### config.mk
export PLATFORM = sky130hd
export DESIGN_NAME = ifetch_xlate
export DESIGN_NICKNAME = d
export VERILOG_FILES = /design/src/rtl/ifetch_xlate_pkg.sv /design/src/rtl/ifx_bypass.sv /design/src/rtl/ifx_page_join.sv /design/src/rtl/ifx_cache_class.sv /design/src/rtl/ifetch_xlate.sv
export SDC_FILE = /design/constraint.sdc
export NUM_CORES = 1
export LEC_CHECK = 0
export BUFFER_PORTS_ARGS = -buffer_cell sky130_fd_sc_hd__clkbuf_2
export CAP_MARGIN = 40
export CORE_MARGIN = 2
export CORE_UTILIZATION = 35
export CTS_CLUSTER_SIZE = 28
export DETAILED_ROUTE_END_ITERATION = 6
export GPL_TIMING_DRIVEN = 0
export PLACE_DENSITY = 0.77
export SLEW_MARGIN = 20
export SYNTH_ARGS = -nofsm -noshare
export SYNTH_HDL_FRONTEND = slang
export SYNTH_SLANG_ARGS = --single-unit
### constraint.sdc
create_clock -name clk_i -period 0.8 [get_ports clk_i]
set_input_delay 0.04 -clock clk_i [delete_from_list [all_inputs] [get_ports clk_i]]
set_output_delay 0.04 -clock clk_i [all_outputs]
set_load 0.02 [all_outputs]
### src/rtl/ifetch_xlate_pkg.sv
package ifetch_xlate_pkg;
  typedef enum logic [1:0] {
    FLT_NONE   = 2'd0,
    FLT_MISS   = 2'd1,
    FLT_UNC_IF = 2'd2,
    FLT_UNIMP  = 2'd3
  } fault_e;
endpackage

### src/rtl/ifx_bypass.sv
module ifx_bypass #(
  parameter int unsigned PA_W = 44
) (
  input  logic [PA_W-1:0] pc_lo_i,
  output logic            is_byp_o,
  output logic [PA_W-1:0] byp_pa_o
);
  // low bit marks privileged PC; word-align and keep implemented width
  assign is_byp_o = pc_lo_i[0];
  assign byp_pa_o = {pc_lo_i[PA_W-1:2], 2'b00};
endmodule

### src/rtl/ifx_page_join.sv
module ifx_page_join #(
  parameter int unsigned PA_W      = 44,
  parameter int unsigned PAGE_BITS = 13,
  localparam int unsigned PPN_W    = PA_W - PAGE_BITS
) (
  input  logic [PAGE_BITS-1:0] off_i,
  input  logic [PPN_W-1:0]     ppn_i,
  output logic [PA_W-1:0]      pa_o
);
  assign pa_o = {ppn_i, off_i};
endmodule

### src/rtl/ifx_cache_class.sv
module ifx_cache_class #(
  parameter int unsigned PA_W   = 44,
  parameter int unsigned CLR_HI = 42,
  parameter int unsigned CLR_LO = 35,
  parameter int unsigned IPR_LO = 32
) (
  input  logic [PA_W-1:0] pa_i,
  output logic            uncached_o,
  output logic            unimp_o,
  output logic [PA_W-1:0] pa_clr_o
);
  localparam int unsigned MARK = PA_W - 1;

  logic [PA_W-1:0] keep_mask;

  for (genvar b = 0; b < PA_W; b++) begin : g_mask
    if (b >= CLR_LO && b <= CLR_HI) begin : g_clr
      assign keep_mask[b] = 1'b0;
    end else begin : g_keep
      assign keep_mask[b] = 1'b1;
    end
  end

  logic in_ipr;
  assign in_ipr     = &pa_i[MARK-1:IPR_LO];
  assign unimp_o    = pa_i[MARK] & in_ipr;
  assign uncached_o = pa_i[MARK] & ~in_ipr;
  assign pa_clr_o   = pa_i & keep_mask;
endmodule

### src/rtl/ifetch_xlate.sv
module ifetch_xlate
  import ifetch_xlate_pkg::*;
#(
  parameter int unsigned VA_W      = 64,
  parameter int unsigned PA_W      = 44,
  parameter int unsigned PAGE_BITS = 13,
  parameter int unsigned CLR_HI    = 42,
  parameter int unsigned CLR_LO    = 35,
  parameter int unsigned IPR_LO    = 32,
  localparam int unsigned PPN_W    = PA_W - PAGE_BITS
) (
  input  logic             clk_i,
  input  logic             rst_ni,
  input  logic             valid_i,
  input  logic [VA_W-1:0]  pc_i,
  input  logic             tlb_hit_i,
  input  logic [PPN_W-1:0] tlb_ppn_i,
  output logic             valid_o,
  output logic [PA_W-1:0]  paddr_o,
  output logic             phys_o,
  output logic             uncached_o,
  output logic             hit_o,
  output logic [1:0]       fault_o
);
  logic            unused_pc_hi;
  logic            is_byp, unc, unimp;
  logic [PA_W-1:0] byp_pa, join_pa, clr_pa;

  assign unused_pc_hi = ^pc_i[VA_W-1:PA_W];

  ifx_bypass #(.PA_W(PA_W)) u_byp (
    .pc_lo_i (pc_i[PA_W-1:0]),
    .is_byp_o(is_byp),
    .byp_pa_o(byp_pa)
  );

  ifx_page_join #(.PA_W(PA_W), .PAGE_BITS(PAGE_BITS)) u_join (
    .off_i(pc_i[PAGE_BITS-1:0]),
    .ppn_i(tlb_ppn_i),
    .pa_o (join_pa)
  );

  ifx_cache_class #(.PA_W(PA_W), .CLR_HI(CLR_HI), .CLR_LO(CLR_LO),
                    .IPR_LO(IPR_LO)) u_cls (
    .pa_i      (join_pa),
    .uncached_o(unc),
    .unimp_o   (unimp),
    .pa_clr_o  (clr_pa)
  );

  logic            n_phys, n_unc, n_hit;
  logic [PA_W-1:0] n_pa;
  fault_e          n_flt;

  always_comb begin
    n_phys = 1'b0;
    n_unc  = 1'b0;
    n_hit  = 1'b0;
    n_pa   = '0;
    n_flt  = FLT_NONE;
    if (valid_i) begin
      if (is_byp) begin
        n_phys = 1'b1;
        n_hit  = 1'b1;
        n_pa   = byp_pa;
      end else if (!tlb_hit_i) begin
        n_flt = FLT_MISS;
      end else begin
        n_hit = 1'b1;
        if (unimp) begin
          n_flt = FLT_UNIMP;
        end else if (unc) begin
          // fetch from device space is refused
          n_unc = 1'b1;
          n_pa  = clr_pa;
          n_flt = FLT_UNC_IF;
        end else begin
          n_pa = join_pa;
        end
      end
    end
  end

  always_ff @(posedge clk_i or negedge rst_ni) begin
    if (!rst_ni) begin
      valid_o    <= 1'b0;
      paddr_o    <= '0;
      phys_o     <= 1'b0;
      uncached_o <= 1'b0;
      hit_o      <= 1'b0;
      fault_o    <= FLT_NONE;
    end else begin
      valid_o    <= valid_i;
      paddr_o    <= n_pa;
      phys_o     <= n_phys;
      uncached_o <= n_unc;
      hit_o      <= n_hit;
      fault_o    <= n_flt;
    end
  end

  a_r2_valid_follows: assert property (@(posedge clk_i) disable iff (!rst_ni)
    valid_i |=> valid_o);
  a_r1_idle_quiet: assert property (@(posedge clk_i) disable iff (!rst_ni)
    !valid_o |-> (fault_o == FLT_NONE && paddr_o == '0 && !hit_o && !phys_o));
  a_r8_bypass_clean: assert property (@(posedge clk_i) disable iff (!rst_ni)
    (valid_o && phys_o) |-> (fault_o == FLT_NONE && !uncached_o && hit_o));
  a_r5_miss_no_addr: assert property (@(posedge clk_i) disable iff (!rst_ni)
    (fault_o == FLT_MISS) |-> (paddr_o == '0 && !hit_o));
  a_r6_unc_cleared: assert property (@(posedge clk_i) disable iff (!rst_ni)
    uncached_o |-> (fault_o == FLT_UNC_IF && paddr_o[CLR_HI:CLR_LO] == '0
                    && paddr_o[PA_W-1]));
  a_r7_unimp_no_addr: assert property (@(posedge clk_i) disable iff (!rst_ni)
    (fault_o == FLT_UNIMP) |-> (!uncached_o && paddr_o == '0));
  a_r3_bypass_aligned: assert property (@(posedge clk_i) disable iff (!rst_ni)
    phys_o |-> (paddr_o[1:0] == 2'b00));
endmodule

==> results of run 1 <==
stage by stage:
step | worst slack (ns) | setup TNS (ns) | std cells
global route | -0.1145 | -4.332 | 389
detailed placement | -0.3997 | -11.58 | 318
CTS | -0.09396 | -3.193 | 388
floorplan | -0.07955 | -1.814 | 121
finish | -0.08910 | -2.627 | 389
global placement | -0.3492 | -23.39 | 318
state kept, by name (all words and copies together), names as in the netlist:
name	flops
valid_o	1
fault_o	2
uncached_o	1
hit_o	1
paddr_o	43
phys_o	1
layer usage:
metal	wire (µm)	track usage, %	vias up
li1	-	-	857
met1	2366	23.28	928
met2	3918	39.91	100
met3	276	3.081	24
met4	291	8.000	0
met5	0	0	-
area by class of cell:
class                           count  area (µm²)  area share (%)
Buffer                             12       100.1           2.765
Clock buffer                        6       82.58           2.281
Clock inverter                      2       16.27          0.4494
Inverter                            2       7.507          0.2074
Multi-Input combinational cell     58       519.2           14.34
Sequential cell                    49        1226           33.87
Tap cell                           70       87.58           2.420
Timing Repair Buffer              190        1580           43.66
kinds of logic (layout without fill, tap and decap cells):
group,count (synthesis),in the layout,synth area share [%]
AOI/OAI and AO/OA,46,46,22.40
and+or+nand+nor,11,11,5.548
DFF,49,49,67.12
other,1,1,0.2053
buffers and inverters,14,212,4.726
cell usage in the layout, fill, tap and decap left out, types with 2 or more instances in the layout:
cell type / synthesis / final
sky130_fd_sc_hd__buf_6: 3 / 52
sky130_fd_sc_hd__dlygate4sd3_1: 0 / 63
sky130_fd_sc_hd__nand2_1: 2 / 2
sky130_fd_sc_hd__a22o_1: 8 / 8
sky130_fd_sc_hd__a32o_1: 22 / 22
sky130_fd_sc_hd__dfrtp_1: 49 / 49
sky130_fd_sc_hd__and4_4: 2 / 2
sky130_fd_sc_hd__buf_4: 1 / 2
sky130_fd_sc_hd__a21boi_1: 11 / 11
sky130_fd_sc_hd__clkbuf_8: 0 / 8
sky130_fd_sc_hd__clkbuf_4: 0 / 3
sky130_fd_sc_hd__buf_2: 6 / 2
sky130_fd_sc_hd__clkbuf_2: 0 / 77
repair_timing:
action / 4_1_cts / 5_1_grt
resized for setup: 5 / 150
hold endpoints to repair: 95 / 50
hold buffers: 62 / 1
endpoints found under the setup margin: 59 / 76
power by group through the flow:
| stage | clock [mW] | combinational (mW) | sequential, mW |
|---|---|---|---|
| after floorplan | 0 | 0.199 | 2.88 |
| after global placement | 0 | 0.803 | 2.69 |
| after detailed placement | 0 | 0.818 | 2.70 |
| after CTS | 1.57 | 1.06 | 2.65 |
| after global routing | 1.68 | 1.34 | 2.70 |
| final | 1.53 | 1.27 | 2.68 |
worst max-delay path by stage:
stage / from / end / slack [ns]
final: paddr_o[31]$_DFF_PN0_ / paddr_o[31] / -0.09
after floorplan: tlb_ppn_i[26] / paddr_o[17]$_DFF_PN0_ / -0.08
after global placement: valid_i / paddr_o[18]$_DFF_PN0_ / -0.35
after CTS: uncached_o$_DFF_PN0_ / uncached_o / -0.09
after detailed placement: valid_i / paddr_o[18]$_DFF_PN0_ / -0.40
after global routing: uncached_o$_DFF_PN0_ / uncached_o / -0.11
==> tab_implementation.tex, run 1 <==
\begin{tabular}{lr}
\hline
Metric & Value \\
\hline
\multicolumn{2}{l}{\textbf{Status}} \\
\quad Status & complete, but fails checks \\
\quad Violated checks & hold timing, setup timing \\
\multicolumn{2}{l}{\textbf{Timing}} \\
\quad Worst setup margin & -0.08910 ns \\
\quad Shortest clock period the worst path allows after layout & a little under 0.9 ns \\
\quad Worst hold slack after final layout & -0.2062 ns \\
\quad Pin slew with the least headroom to its limit & about 0.66 ns \\
\quad Count of pins over their slew limit & 0 \\
\quad Post-route fraction of the period consumed by the critical path & 111.1\% \\
\quad Max\_slew headroom & 56.12\% \\
\quad Max Clk Rate & 1125 MHz \\
\quad RSZ-0062 raised after global routing & true \\
\quad Number of hold violations in the final report & 49 \\
\quad Number of setup violations in the final report & 49 \\
\multicolumn{2}{l}{\textbf{Worst setup path}} \\
\quad Startpoint Class & register \\
\quad Slowest-stage cell, CP & sky130\_fd\_sc\_hd\_\_dfrtp\_1 \\
\quad Cells traversed along the worst timing path & buf\_6 \\
\quad Critical path required time & about 0.76 ns \\
\quad Critical path buffers and inverters & 1 \\
\quad Signal arrival time at the worst endpoint & 0.85 ns \\
\quad Maximum fanout along the worst path & 1 \\
\quad Largest stage delay, worst path & between 0.4 and 0.5 ns \\
\quad Total stage count of the critical path & 1 \\
\quad CP Class & reg -> out \\
\quad Sort of element at the end of the critical path & output pin \\
\quad Critical path's top delay family & flip-flops \\
\multicolumn{2}{l}{\textbf{Route}} \\
\quad Violation count after the first detailed-routing iteration & roughly 110 \\
\quad Average wire per standard cell & 17.61 µm \\
\quad DR vias/cell & 4.907 \\
\quad Antenna-violating nets left & 0 \\
\quad Detailed Route WL & 6852 µm \\
\quad Vias post-DR & 1909 \\
\quad 1st-pass router iterations & 4 \\
\quad DRC violations left & 0 \\
\multicolumn{2}{l}{\textbf{Synth}} \\
\quad Share of the synthesized area in the top cell type & between 60\% and 70\% \\
\quad Dominant cell by count in the synthesized netlist & sky130\_fd\_sc\_hd\_\_dfrtp\_1 \\
\quad Synth Flop Type & sky130\_fd\_sc\_hd\_\_dfrtp\_1 \\
\quad Yosys warning count & 0 \\
\quad Cell count after synthesis & 121 \\
\quad Syn nets & 220 \\
\quad Total standard cell area after synthesis & 1827 µm² \\
\quad Number of synthesized register bits & between 40 and 50 \\
\quad Cell type contributing the most total cell area after synthesis & sky130\_fd\_sc\_hd\_\_dfrtp\_1 \\
\quad Avg Inst Size Synth & 15.10 µm² \\
\quad Cells taking the most area after synthesis & sky130\_fd\_sc\_hd\_\_dfrtp\_1 67\%, sky130\_fd\_sc\_hd\_\_a32o\_1 12\%, sky130\_fd\_sc\_hd\_\_a21boi\_1 4.5\% \\
\quad Fraction of synthesis flops using an asynchronous set or reset pin & 100.0\% \\
\quad Synth unique cells & 23 \\
\quad Portion of the post-synthesis area used by sequential elements & 67.12\% \\
\quad Number of enable flip-flop cells after synthesis & 0 \\
\quad Ranking of synthesized cells by instance count & 49 x sky130\_fd\_sc\_hd\_\_dfrtp\_1, 22 x sky130\_fd\_sc\_hd\_\_a32o\_1, 11 x sky130\_fd\_sc\_hd\_\_a21boi\_1 \\
\multicolumn{2}{l}{\textbf{Power}} \\
\quad Clk pwr share & 27.9\% \\
\quad Switching fraction of total power & a little over a quarter \\
\quad Total Power Consumption & 5.479 mW \\
\quad Total leakage power & 1.836 nW \\
\quad Fraction of power consumed by combinational cells & between 20\% and 30\% \\
\quad Internal power & 4.043 mW \\
\quad Power density cells & 1514 nW/µm² \\
\quad Worst ir drop on vdd & 1.026 mV \\
\quad Portion of total power attributed to sequential cells & 49.0\% \\
\quad Switching component of the power & 1.437 mW \\
\multicolumn{2}{l}{\textbf{Global routing}} \\
\quad Global-route total usage across every layer & a little over a fifth \\
\quad Via count of the first global-routing pass & 1976 \\
\quad Overflow left after global routing & 0 \\
\quad Global-route wire length before repair & 9570 µm \\
\quad Number of antenna violations at the first check in global routing & 0 \\
\quad Maximum number of pins on one net before global-route repair & 50 \\
\multicolumn{2}{l}{\textbf{Clock tree}} \\
\quad TritonCTS clock tree & built \\
\quad Total number of clock tree sinks & between 40 and 50 \\
\quad Clock root buffer master & sky130\_fd\_sc\_hd\_\_clkbuf\_8 \\
\quad Setup bufs post-CTS & 0 \\
\quad Buffers from clock root to sink, at most & 2 \\
\quad Maximum level of the CTS H-tree & 2 \\
\quad Number of buffers added by the clock tree synthesis step & 5 \\
\quad Clock transition at path regs & about 0.090 ns \\
\multicolumn{2}{l}{\textbf{Placement}} \\
\quad Post-detailed-placement cell area & 2564 µm² \\
\quad Buffers on Ports & between 100 and 150 \\
\quad Final HPWL DP & between 3000 and 4000 µm \\
\quad Routability congestion estimate & 0.7689 \\
\multicolumn{2}{l}{\textbf{Floorplan}} \\
\quad Die Wd & 76.25 µm \\
\quad I/O pins & 149 \\
\quad Effective utilization at floorplan & between 30\% and 40\% \\
\quad Die area & around 5800 µm² \\
\quad Num rows & 26 \\
\quad Vertical die dimension & $\sim$76 µm \\
\quad Area inside the core boundary & 5075 µm² \\
\multicolumn{2}{l}{\textbf{Job}} \\
\quad Max\_cap viols & 0 \\
\multicolumn{2}{l}{\textbf{Finish}} \\
\quad Antenna Cells & 0 \\
\quad Design area & 3620 µm² \\
\quad Layout overhead on the synthesized area & 98.15\% \\
\quad Number of nets in the final layout & 417 \\
\quad Number of filler cells placed in the layout & $\sim$360 \\
\quad Finished Core Util & between 70 and 80\% \\
\quad Share of post-route cells with drive strength above 1 & 47.65\% \\
\multicolumn{2}{l}{\textbf{Hold path}} \\
\quad Class of the tightest hold or removal check & in -> async \\
\hline
\end{tabular}
Note: power is estimated with default switching activity, not from simulation.
==> run 2: changes to the inputs <==
--- a/config.mk
+++ b/config.mk
@@ -6,4 +6,5 @@
 export NUM_CORES = 1
 export LEC_CHECK = 0
+export ABC_AREA = 1
 export BUFFER_PORTS_ARGS = -buffer_cell sky130_fd_sc_hd__clkbuf_2
 export CAP_MARGIN = 40
@@ -13,5 +14,5 @@
 export DETAILED_ROUTE_END_ITERATION = 6
 export GPL_TIMING_DRIVEN = 0
-export PLACE_DENSITY = 0.77
+export PLACE_DENSITY = 0.74
 export SLEW_MARGIN = 20
 export SYNTH_ARGS = -nofsm -noshare
==> constraint.sdc (replaced) <==
create_clock -name clk_i -period 0.8 [get_ports clk_i]
set_input_delay 0.04 -clock clk_i [delete_from_list [all_inputs] [get_ports clk_i]]
set_output_delay 0.04 -clock clk_i [all_outputs]
set_load 0.005 [all_outputs]
==> run 2 against run 1 <==
The flow still finishes with violations (hold timing, setup timing). Die area up 15%. Synthesized cell count rose by 62%. Sequential cell count did not move. Critical endpoint is now paddr_o[13]. Largest power group unchanged.
==> tab_implementation.tex, run 2 <==
\begin{tabular}{lr}
\hline
Metric & Value \\
\hline
\multicolumn{2}{l}{\textbf{Status}} \\
\quad Status & complete, but fails checks \\
\quad Violated checks & hold timing, setup timing \\
\multicolumn{2}{l}{\textbf{Route}} \\
\quad 1st-pass router iterations & 4 (unchanged) \\
\quad Detailed Route WL & 6142 µm (-10\%) \\
\quad DR vias/cell & 4.383 (-11\%) \\
\quad Antenna-violating nets left & 0 (unchanged) \\
\quad Vias post-DR & 2082 (+9.1\%) \\
\quad Violation count after the first detailed-routing iteration & 77 (-29\%) \\
\quad Average wire per standard cell & 12.93 µm (-27\%) \\
\quad DRC violations left & 0 (unchanged) \\
\multicolumn{2}{l}{\textbf{Finish}} \\
\quad Multi-input gate area in the final layout & 743.2 µm² (+43\%) \\
\quad Finished Core Util & 62.48\% (-8.8 points) \\
\quad Number of filler cells placed in the layout & 494 (+38\%) \\
\quad Seq. cell area & 1226 µm² (unchanged) \\
\quad Layout overhead on the synthesized area & 73.80\% \\
\quad Highest-count cells in the layout ignoring fill and taps & 126 x sky130\_fd\_sc\_hd\_\_clkbuf\_2, 68 x sky130\_fd\_sc\_hd\_\_dlygate4sd3\_1, 49 x sky130\_fd\_sc\_hd\_\_dfrtp\_1, 39 x sky130\_fd\_sc\_hd\_\_nand2\_1, 22 x sky130\_fd\_sc\_hd\_\_nand2\_2 \\
\quad Post-layout instance count excluding filler cells & 475 (+22\%) \\
\quad Antenna Cells & 0 (unchanged) \\
\quad Number of nets in the final layout & 498 (+19\%) \\
\quad Max FFs per register & 43 (unchanged) \\
\quad Registers with the highest flip-flop counts & paddr\_o: 43 flops, fault\_o: 2 flops \\
\quad Register with the most flip-flops & paddr\_o \\
\quad Share of post-route cells with drive strength above 1 & 49.25\% (+1.6 points) \\
\quad Most common cell after layout, fill and taps aside & sky130\_fd\_sc\_hd\_\_clkbuf\_2 \\
\multicolumn{2}{l}{\textbf{Floorplan}} \\
\quad Die area & 6683 µm² (+15\%) \\
\quad Vertical die dimension & 81.75 µm (+7.2\%) \\
\quad Num rows & 28 (+7.7\%) \\
\quad I/O pins & 149 (unchanged) \\
\quad Effective utilization at floorplan & 35.95\% (-0.048 points) \\
\quad Die Wd & 81.75 µm (+7.2\%) \\
\quad Area inside the core boundary & 5886 µm² (+16\%) \\
\multicolumn{2}{l}{\textbf{Clock tree}} \\
\quad Clock root buffer master & sky130\_fd\_sc\_hd\_\_clkbuf\_8 \\
\quad Buffers from clock root to sink, at most & 2 (unchanged) \\
\quad TritonCTS clock tree & built \\
\quad Total number of clock tree sinks & 49 (unchanged) \\
\quad Post-cts hold buffer count & 68 (+9.7\%) \\
\quad Clock transition at path regs & 0.09 ns (about the same) \\
\quad Number of buffers added by the clock tree synthesis step & 5 (unchanged) \\
\quad Maximum level of the CTS H-tree & 2 (unchanged) \\
\multicolumn{2}{l}{\textbf{Worst setup path}} \\
\quad Critical path buffers and inverters & 1 (unchanged) \\
\quad Maximum fanout along the worst path & 1 (unchanged) \\
\quad Cells traversed along the worst timing path & clkbuf\_2 \\
\quad Slowest-stage cell, CP & sky130\_fd\_sc\_hd\_\_dfrtp\_1 \\
\quad Largest stage delay, worst path & 0.39 ns (-0.02 ns) \\
\quad Sort of element at the end of the critical path & output pin \\
\quad Total stage count of the critical path & 1 (unchanged) \\
\quad Critical path required time & 0.76 ns (about the same) \\
\quad CP Class & reg -> out \\
\quad Startpoint Class & register \\
\quad Signal arrival time at the worst endpoint & 0.80 ns (-0.05 ns) \\
\quad Critical path's top delay family & flip-flops \\
\multicolumn{2}{l}{\textbf{Global routing}} \\
\quad Maximum number of pins on one net before global-route repair & 50 (unchanged) \\
\quad Global-route wire length before repair & 9901 µm (+3.5\%) \\
\quad Global-route total usage across every layer & 19.42\% (-1.5 points) \\
\quad Number of antenna violations at the first check in global routing & 0 (unchanged) \\
\quad Overflow left after global routing & 0 (unchanged) \\
\quad Via count of the first global-routing pass & 2252 (+14\%) \\
\multicolumn{2}{l}{\textbf{Synth}} \\
\quad Ranking of synthesized cells by instance count & 49 x sky130\_fd\_sc\_hd\_\_dfrtp\_1, 40 x sky130\_fd\_sc\_hd\_\_nand2\_1, 21 x sky130\_fd\_sc\_hd\_\_nand2\_2 \\
\quad Syn nets & 295 (+34\%) \\
\quad Cell count after synthesis & 196 (+62\%) \\
\quad Fraction of synthesis flops using an asynchronous set or reset pin & 100.0\% (unchanged) \\
\quad Synth Flop Type & sky130\_fd\_sc\_hd\_\_dfrtp\_1 \\
\quad Yosys warning count & 0 (unchanged) \\
\quad Dominant cell by count in the synthesized netlist & sky130\_fd\_sc\_hd\_\_dfrtp\_1 \\
\quad Number of synthesized register bits & 49 (unchanged) \\
\quad Avg Inst Size Synth & 10.79 µm² (-28\%) \\
\quad Total standard cell area after synthesis & 2116 µm² (+16\%) \\
\quad Share of the synthesized area in the top cell type & 57.95\% (-9.2 points) \\
\quad Portion of the post-synthesis area used by sequential elements & 57.95\% (-9.2 points) \\
\quad Cell type contributing the most total cell area after synthesis & sky130\_fd\_sc\_hd\_\_dfrtp\_1 \\
\quad Synth unique cells & 23 (unchanged) \\
\quad Cells taking the most area after synthesis & sky130\_fd\_sc\_hd\_\_dfrtp\_1 58\%, sky130\_fd\_sc\_hd\_\_nand3\_2 9.5\%, sky130\_fd\_sc\_hd\_\_nand2\_1 7.1\% \\
\quad Number of enable flip-flop cells after synthesis & 0 (unchanged) \\
\multicolumn{2}{l}{\textbf{Placement}} \\
\quad Buffers on Ports & 127 (unchanged) \\
\quad Final HPWL DP & 3978 µm (+7.6\%) \\
\quad Routability congestion estimate & 0.7786 (+1.3\%) \\
\quad Placed Cells & 398 (+25\%) \\
\multicolumn{2}{l}{\textbf{Power}} \\
\quad Total leakage power & 2.015 nW (+9.8\%) \\
\quad Worst ir drop on vdd & 1.010 mV (-1.6\%) \\
\quad Portion of total power attributed to sequential cells & 46.5\% (-2.5 points) \\
\quad Clk pwr share & 36.0\% (+8.1 points) \\
\quad Power density cells & 1549 nW/µm² (+2.3\%) \\
\quad Internal power & 4.405 mW (+9.0\%) \\
\quad Switching fraction of total power & 22.65\% (-3.6 points) \\
\quad Switching component of the power & 1.290 mW (-10\%) \\
\quad Total Power Consumption & 5.694 mW (+3.9\%) \\
\quad Fraction of power consumed by combinational cells & 17.5\% (-5.6 points) \\
\multicolumn{2}{l}{\textbf{Timing}} \\
\quad Worst setup margin & -0.03772 ns (+0.05139 ns) \\
\quad RSZ-0062 raised after global routing & true \\
\quad Count of pins over their slew limit & 0 (unchanged) \\
\quad Pin slew with the least headroom to its limit & 0.6653 ns (+0.007092 ns) \\
\quad Shortest clock period the worst path allows after layout & 0.8377 ns (-0.05139 ns) \\
\quad Max Clk Rate & 1194 MHz (+6.1\%) \\
\quad Number of hold violations in the final report & 49 (unchanged) \\
\quad Number of setup violations in the final report & 49 (unchanged) \\
\quad Max\_slew headroom & 55.65\% (-0.47 points) \\
\quad Post-route fraction of the period consumed by the critical path & 104.7\% (-6.4 points) \\
\quad Worst hold slack after final layout & -0.1978 ns (+0.008329 ns) \\
\multicolumn{2}{l}{\textbf{Hold path}} \\
\quad Class of the tightest hold or removal check & in -> async \\
\multicolumn{2}{l}{\textbf{Job}} \\
\quad Max\_cap viols & 0 (unchanged) \\
\hline
\end{tabular}
-- run 2: changes by cell type after synthesis, sizes merged, moves of 8 or more --
| cell | before | now |
|---|---|---|
| nand2 | 2 | 61 |
| inv | 2 | 20 |
| a22o | 8 | 0 |
| a21boi | 11 | 0 |
| nand3 | 0 | 24 |
| a32o | 22 | 4 |
| a21oi | 1 | 12 |
-- run 2: repair_timing --
| item | in CTS | in global routing |
|---|---|---|
| setup endpoints to repair | 49 | 59 |
| setup buffers | 0 | 1 |
| pin swaps | 0 | 1 |
| cloned | 0 | 0 |
| endpoints found under the hold margin | 94 | 49 |
| resized for setup | 0 | 1 |
-- run 2: logic make-up after synthesis --
family / after synthesis / share of synthesized area (%)
buffers and inverters: 30 / 7.273
AND/OR/NAND/NOR: 96 / 28.92
other: 1 / 0.1772
flip-flops: 49 / 57.95
AO/OA/AOI/OAI: 20 / 5.677
-- run 2: worst max-delay path by stage --
stage | from | to | slack, ns
2_1_floorplan | tlb_ppn_i[26] | paddr_o[15]$_DFF_PN0_ | -0.003
3_3_place_gp | rst_ni | paddr_o[35]$_DFF_PN0_ | -0.32
3_5_place_dp | tlb_ppn_i[23] | paddr_o[10]$_DFF_PN0_ | -0.27
4_1_cts | paddr_o[41]$_DFF_PN0_ | paddr_o[41] | -0.04
5_1_grt | paddr_o[12]$_DFF_PN0_ | paddr_o[12] | -0.07
6_report | paddr_o[13]$_DFF_PN0_ | paddr_o[13] | -0.04
-- run 2: per-layer routing --
| metal | global-route usage [%] | vias up | share of wire (%) |
|---|---|---|---|
| li1 | - | 1023 | - |
| met2 | 35.28 | 83 | 53 |
| met1 | 22.64 | 966 | 39 |
| met3 | 4.615 | 10 | 6.3 |
| met5 | 0 | - | 0 |
| met4 | 5.667 | 0 | 1.5 |
-- run 2: layout make-up --
class,count,share of cell area (%)
Sequential cell,49,33.34
Buffer,10,2.144
Inverter,20,2.042
Timing Repair Buffer,196,36.07
Clock inverter,3,1.769
Tap cell,75,2.552
Multi-Input combinational cell,117,20.21
Clock buffer,5,1.871
-- run 2: per-stage QoR --
stage	worst slack, ns	area [µm²]	setup TNS [ns]
finish	-0.03772	3677	-0.6412
floorplan	-0.002657	2118	-0.05314
CTS	-0.04357	3665	-1.259
detailed placement	-0.2738	2850	-8.610
global route	-0.07411	3677	-2.688
global placement	-0.3208	2848	-23.77
-- run 2: power by group through the flow --
stage          clock [mW]  sequential, mW  combinational, mW
2_1_floorplan           0            2.72              0.255
3_3_place_gp            0            2.69              0.717
3_5_place_dp            0            2.70              0.731
4_1_cts              2.11            2.65              0.993
5_1_grt              2.22            2.66               1.11
6_report             2.05            2.65              0.994
==> run 3: changes to the inputs <==
--- a/config.mk
+++ b/config.mk
@@ -10,9 +10,9 @@
 export CAP_MARGIN = 40
 export CORE_MARGIN = 2
-export CORE_UTILIZATION = 35
+export CORE_UTILIZATION = 40
 export CTS_CLUSTER_SIZE = 28
 export DETAILED_ROUTE_END_ITERATION = 6
 export GPL_TIMING_DRIVEN = 0
-export PLACE_DENSITY = 0.74
+export PLACE_DENSITY = 0.82
 export SLEW_MARGIN = 20
 export SYNTH_ARGS = -nofsm -noshare
==> constraint.sdc (replaced) <==
create_clock -name clk_i -period 0.8 [get_ports clk_i]
set_input_delay 0.04 -clock clk_i [delete_from_list [all_inputs] [get_ports clk_i]]
set_output_delay 0.04 -clock clk_i [all_outputs]
set_load 0.02 [all_outputs]
==> run 3 against run 2 <==
Non-clock buffer count shrank 1. Total power up 6.1%. Highest routed layer unchanged. Clock-buffer cell count stayed put. Sequential share of layout area shrank 2.4 points. Wire length rose by 11%. Clock power hardly changed. Via count up 2.9%. Critical path type unchanged. Sequential cell count did not move. The flow still finishes with violations (hold timing, setup timing). Worst setup slack worse by 0.035 ns. Hold slack lost 0.019 ns. Final area grew 7.8%.
==> tab_implementation.tex, run 3 (synthesis gave the netlist of run 2 again) <==
\begin{tabular}{lr}
\hline
Metric & Value \\
\hline
\multicolumn{2}{l}{\textbf{Timing}} \\
\quad Number of setup violations in the final report & 49 (unchanged) \\
\quad Pin slew with the least headroom to its limit & 0.6475 ns (-0.01778 ns) \\
\quad Shortest clock period the worst path allows after layout & 0.8728 ns (+0.03511 ns) \\
\quad Worst setup margin & -0.07283 ns (-0.03511 ns) \\
\quad Worst hold slack after final layout & -0.2171 ns (-0.01929 ns) \\
\quad Post-route fraction of the period consumed by the critical path & 109.1\% (+4.4 points) \\
\quad Count of pins over their slew limit & 0 (unchanged) \\
\quad Max Clk Rate & 1146 MHz (-4.0\%) \\
\quad Max\_slew headroom & 56.83\% (+1.2 points) \\
\quad RSZ-0062 raised after global routing & true \\
\quad Number of hold violations in the final report & 49 (unchanged) \\
\multicolumn{2}{l}{\textbf{Worst setup path}} \\
\quad Largest stage delay, worst path & 0.40 ns (about the same) \\
\quad Cells traversed along the worst timing path & buf\_6 \\
\quad Sort of element at the end of the critical path & output pin \\
\quad Critical path's top delay family & flip-flops \\
\quad Critical path required time & 0.76 ns (about the same) \\
\quad Signal arrival time at the worst endpoint & 0.83 ns (+0.03 ns) \\
\quad CP Class & reg -> out \\
\quad Slowest-stage cell, CP & sky130\_fd\_sc\_hd\_\_dfrtp\_1 \\
\quad Maximum fanout along the worst path & 1 (unchanged) \\
\quad Critical path buffers and inverters & 1 (unchanged) \\
\quad Startpoint Class & register \\
\multicolumn{2}{l}{\textbf{Status}} \\
\quad Status & complete, but fails checks \\
\quad Violated checks & hold timing, setup timing \\
\multicolumn{2}{l}{\textbf{Floorplan}} \\
\quad Die area & 5887 µm² (-12\%) \\
\quad Effective utilization at floorplan & 41.43\% (+5.5 points) \\
\quad I/O pins & 149 (unchanged) \\
\quad Area inside the core boundary & 5107 µm² (-13\%) \\
\quad Die Wd & 76.73 µm (-6.1\%) \\
\quad Num rows & 26 (-7.1\%) \\
\quad Vertical die dimension & 76.73 µm (-6.1\%) \\
\multicolumn{2}{l}{\textbf{Power}} \\
\quad Power density cells & 1524 nW/µm² (-1.6\%) \\
\quad Total leakage power & 2.093 nW (+3.8\%) \\
\quad Worst ir drop on vdd & 1.018 mV (+0.84\%) \\
\multicolumn{2}{l}{\textbf{Global routing}} \\
\quad Global-route total usage across every layer & 22.20\% (+2.8 points) \\
\quad Overflow left after global routing & 0 (unchanged) \\
\quad Via count of the first global-routing pass & 2246 (-0.27\%) \\
\quad Global-route wire length before repair & 10270 µm (+3.8\%) \\
\quad Number of antenna violations at the first check in global routing & 0 (unchanged) \\
\quad Maximum number of pins on one net before global-route repair & 50 (unchanged) \\
\multicolumn{2}{l}{\textbf{Clock tree}} \\
\quad Clock root buffer master & sky130\_fd\_sc\_hd\_\_clkbuf\_8 \\
\quad Maximum level of the CTS H-tree & 2 (unchanged) \\
\quad TritonCTS clock tree & built \\
\quad Buffers from clock root to sink, at most & 2 (unchanged) \\
\quad Total number of clock tree sinks & 49 (unchanged) \\
\quad Post-cts hold buffer count & 67 (-1.5\%) \\
\quad Clock transition at path regs & 0.09 ns (about the same) \\
\quad Number of buffers added by the clock tree synthesis step & 5 (unchanged) \\
\multicolumn{2}{l}{\textbf{Placement}} \\
\quad Routability congestion estimate & 0.7259 (-6.8\%) \\
\quad Buffers on Ports & 127 (unchanged) \\
\quad Final HPWL DP & 3935 µm (-1.1\%) \\
\quad Post-placement setup slack & -0.2819 ns (-0.008122 ns) \\
\quad Post-detailed-placement cell area & 2844 µm² (-0.22\%) \\
\multicolumn{2}{l}{\textbf{Route}} \\
\quad DR vias/cell & 4.569 (+4.2\%) \\
\quad Average wire per standard cell & 14.60 µm (+13\%) \\
\quad Antenna-violating nets left & 0 (unchanged) \\
\quad Detailed Route WL & 6848 µm (+11\%) \\
\quad 1st-pass router iterations & 4 (unchanged) \\
\quad Violation count after the first detailed-routing iteration & 66 (-14\%) \\
\quad Vias post-DR & 2143 (+2.9\%) \\
\quad DRC violations left & 0 (unchanged) \\
\multicolumn{2}{l}{\textbf{Finish}} \\
\quad Design area & 3965 µm² (+7.8\%) \\
\quad Highest-count cells in the layout ignoring fill and taps & 77 x sky130\_fd\_sc\_hd\_\_clkbuf\_2, 67 x sky130\_fd\_sc\_hd\_\_dlygate4sd3\_1, 53 x sky130\_fd\_sc\_hd\_\_buf\_6, 49 x sky130\_fd\_sc\_hd\_\_dfrtp\_1, 39 x sky130\_fd\_sc\_hd\_\_nand2\_1 \\
\quad Max FFs per register & 43 (unchanged) \\
\quad Register with the most flip-flops & paddr\_o \\
\quad Share of post-route cells with drive strength above 1 & 49.37\% (+0.12 points) \\
\quad Antenna Cells & 0 (unchanged) \\
\quad Most common cell after layout, fill and taps aside & sky130\_fd\_sc\_hd\_\_clkbuf\_2 \\
\quad Number of filler cells placed in the layout & 327 (-34\%) \\
\quad Layout overhead on the synthesized area & 87.40\% \\
\quad Number of nets in the final layout & 497 (-0.20\%) \\
\quad Registers with the highest flip-flop counts & paddr\_o: 43 flops, fault\_o: 2 flops \\
\multicolumn{2}{l}{\textbf{Job}} \\
\quad Max\_cap viols & 0 (unchanged) \\
\multicolumn{2}{l}{\textbf{Hold path}} \\
\quad Class of the tightest hold or removal check & in -> async \\
\hline
\end{tabular}
-- run 3: changes by cell type in the layout (fill, tap and decap cells not counted) --
cell	before	now
sky130_fd_sc_hd__buf_2	3	4
sky130_fd_sc_hd__buf_4	3	2
sky130_fd_sc_hd__buf_6	4	53
sky130_fd_sc_hd__clkbuf_2	126	77
sky130_fd_sc_hd__dlygate4sd3_1	68	67
-- run 3: timing repair --
action                                  CTS  global route
endpoints found under the hold margin    95            49
cloned                                    0             0
pin swaps                                 0             2
gates resized for setup                   0           147
endpoints found under the setup margin   49            59
buffers inserted                          0             1
-- run 3: per-layer routing --
metal	share of wire (%)	routed length, µm	track usage [%]	vias to the layer above
met1	37	2507	25.10	1017
met2	56	3863	41.93	89
met5	0	0	0	-
met4	2.1	142	6.727	0
met3	4.9	334	4.235	15
li1	-	-	-	1022
-- run 3: final cells by class --
class | instances | area, µm² | area share [%]
clock inverters | 3 | 65.06 | 1.641
clock buffers | 5 | 68.82 | 1.736
repair buffers | 195 | 1617 | 40.77
plain buffers | 10 | 82.58 | 2.083
well taps | 70 | 87.58 | 2.209
multi-input cells | 117 | 743.2 | 18.74
flip-flops and latches | 49 | 1226 | 30.92
inverters | 20 | 75.07 | 1.893
-- run 3: path summary, 6_finish.rpt --
path,slack (ns),cells past startpoint,to,start
setup / recovery,-0.07,1,paddr_o[17],paddr_o[17]$_DFF_PN0_
hold / removal,-0.22,1,paddr_o[12]$_DFF_PN0_,rst_ni
max in group asynchronous,0.58,1,paddr_o[25]$_DFF_PN0_,rst_ni
min in group clk_i,0.03,2,paddr_o[40]$_DFF_PN0_,tlb_ppn_i[27]
-- run 3: power by group --
part	switching, mW	leakage [nW]	internal (mW)
Sequential	0.0701	0.645	2.61
Combinational	0.622	1.38	0.715
Clock	0.785	0.0681	1.24
-- run 3: stage by stage --
stage                     utilization (%)  setup TNS, ns  power (mW)  hold WS [ns]  instances
after CTS                           71.44         -3.252       5.889       -0.1843        468
final                               77.63         -2.439       6.044       -0.2171        469
after global routing                77.63         -4.045       6.308       -0.1682        469
after floorplan                         -       -0.05314       3.135       -0.2556        196
after global placement              55.63         -22.06       3.571        0.2320        393
after detailed placement            55.68         -8.553       3.596        0.1443        393
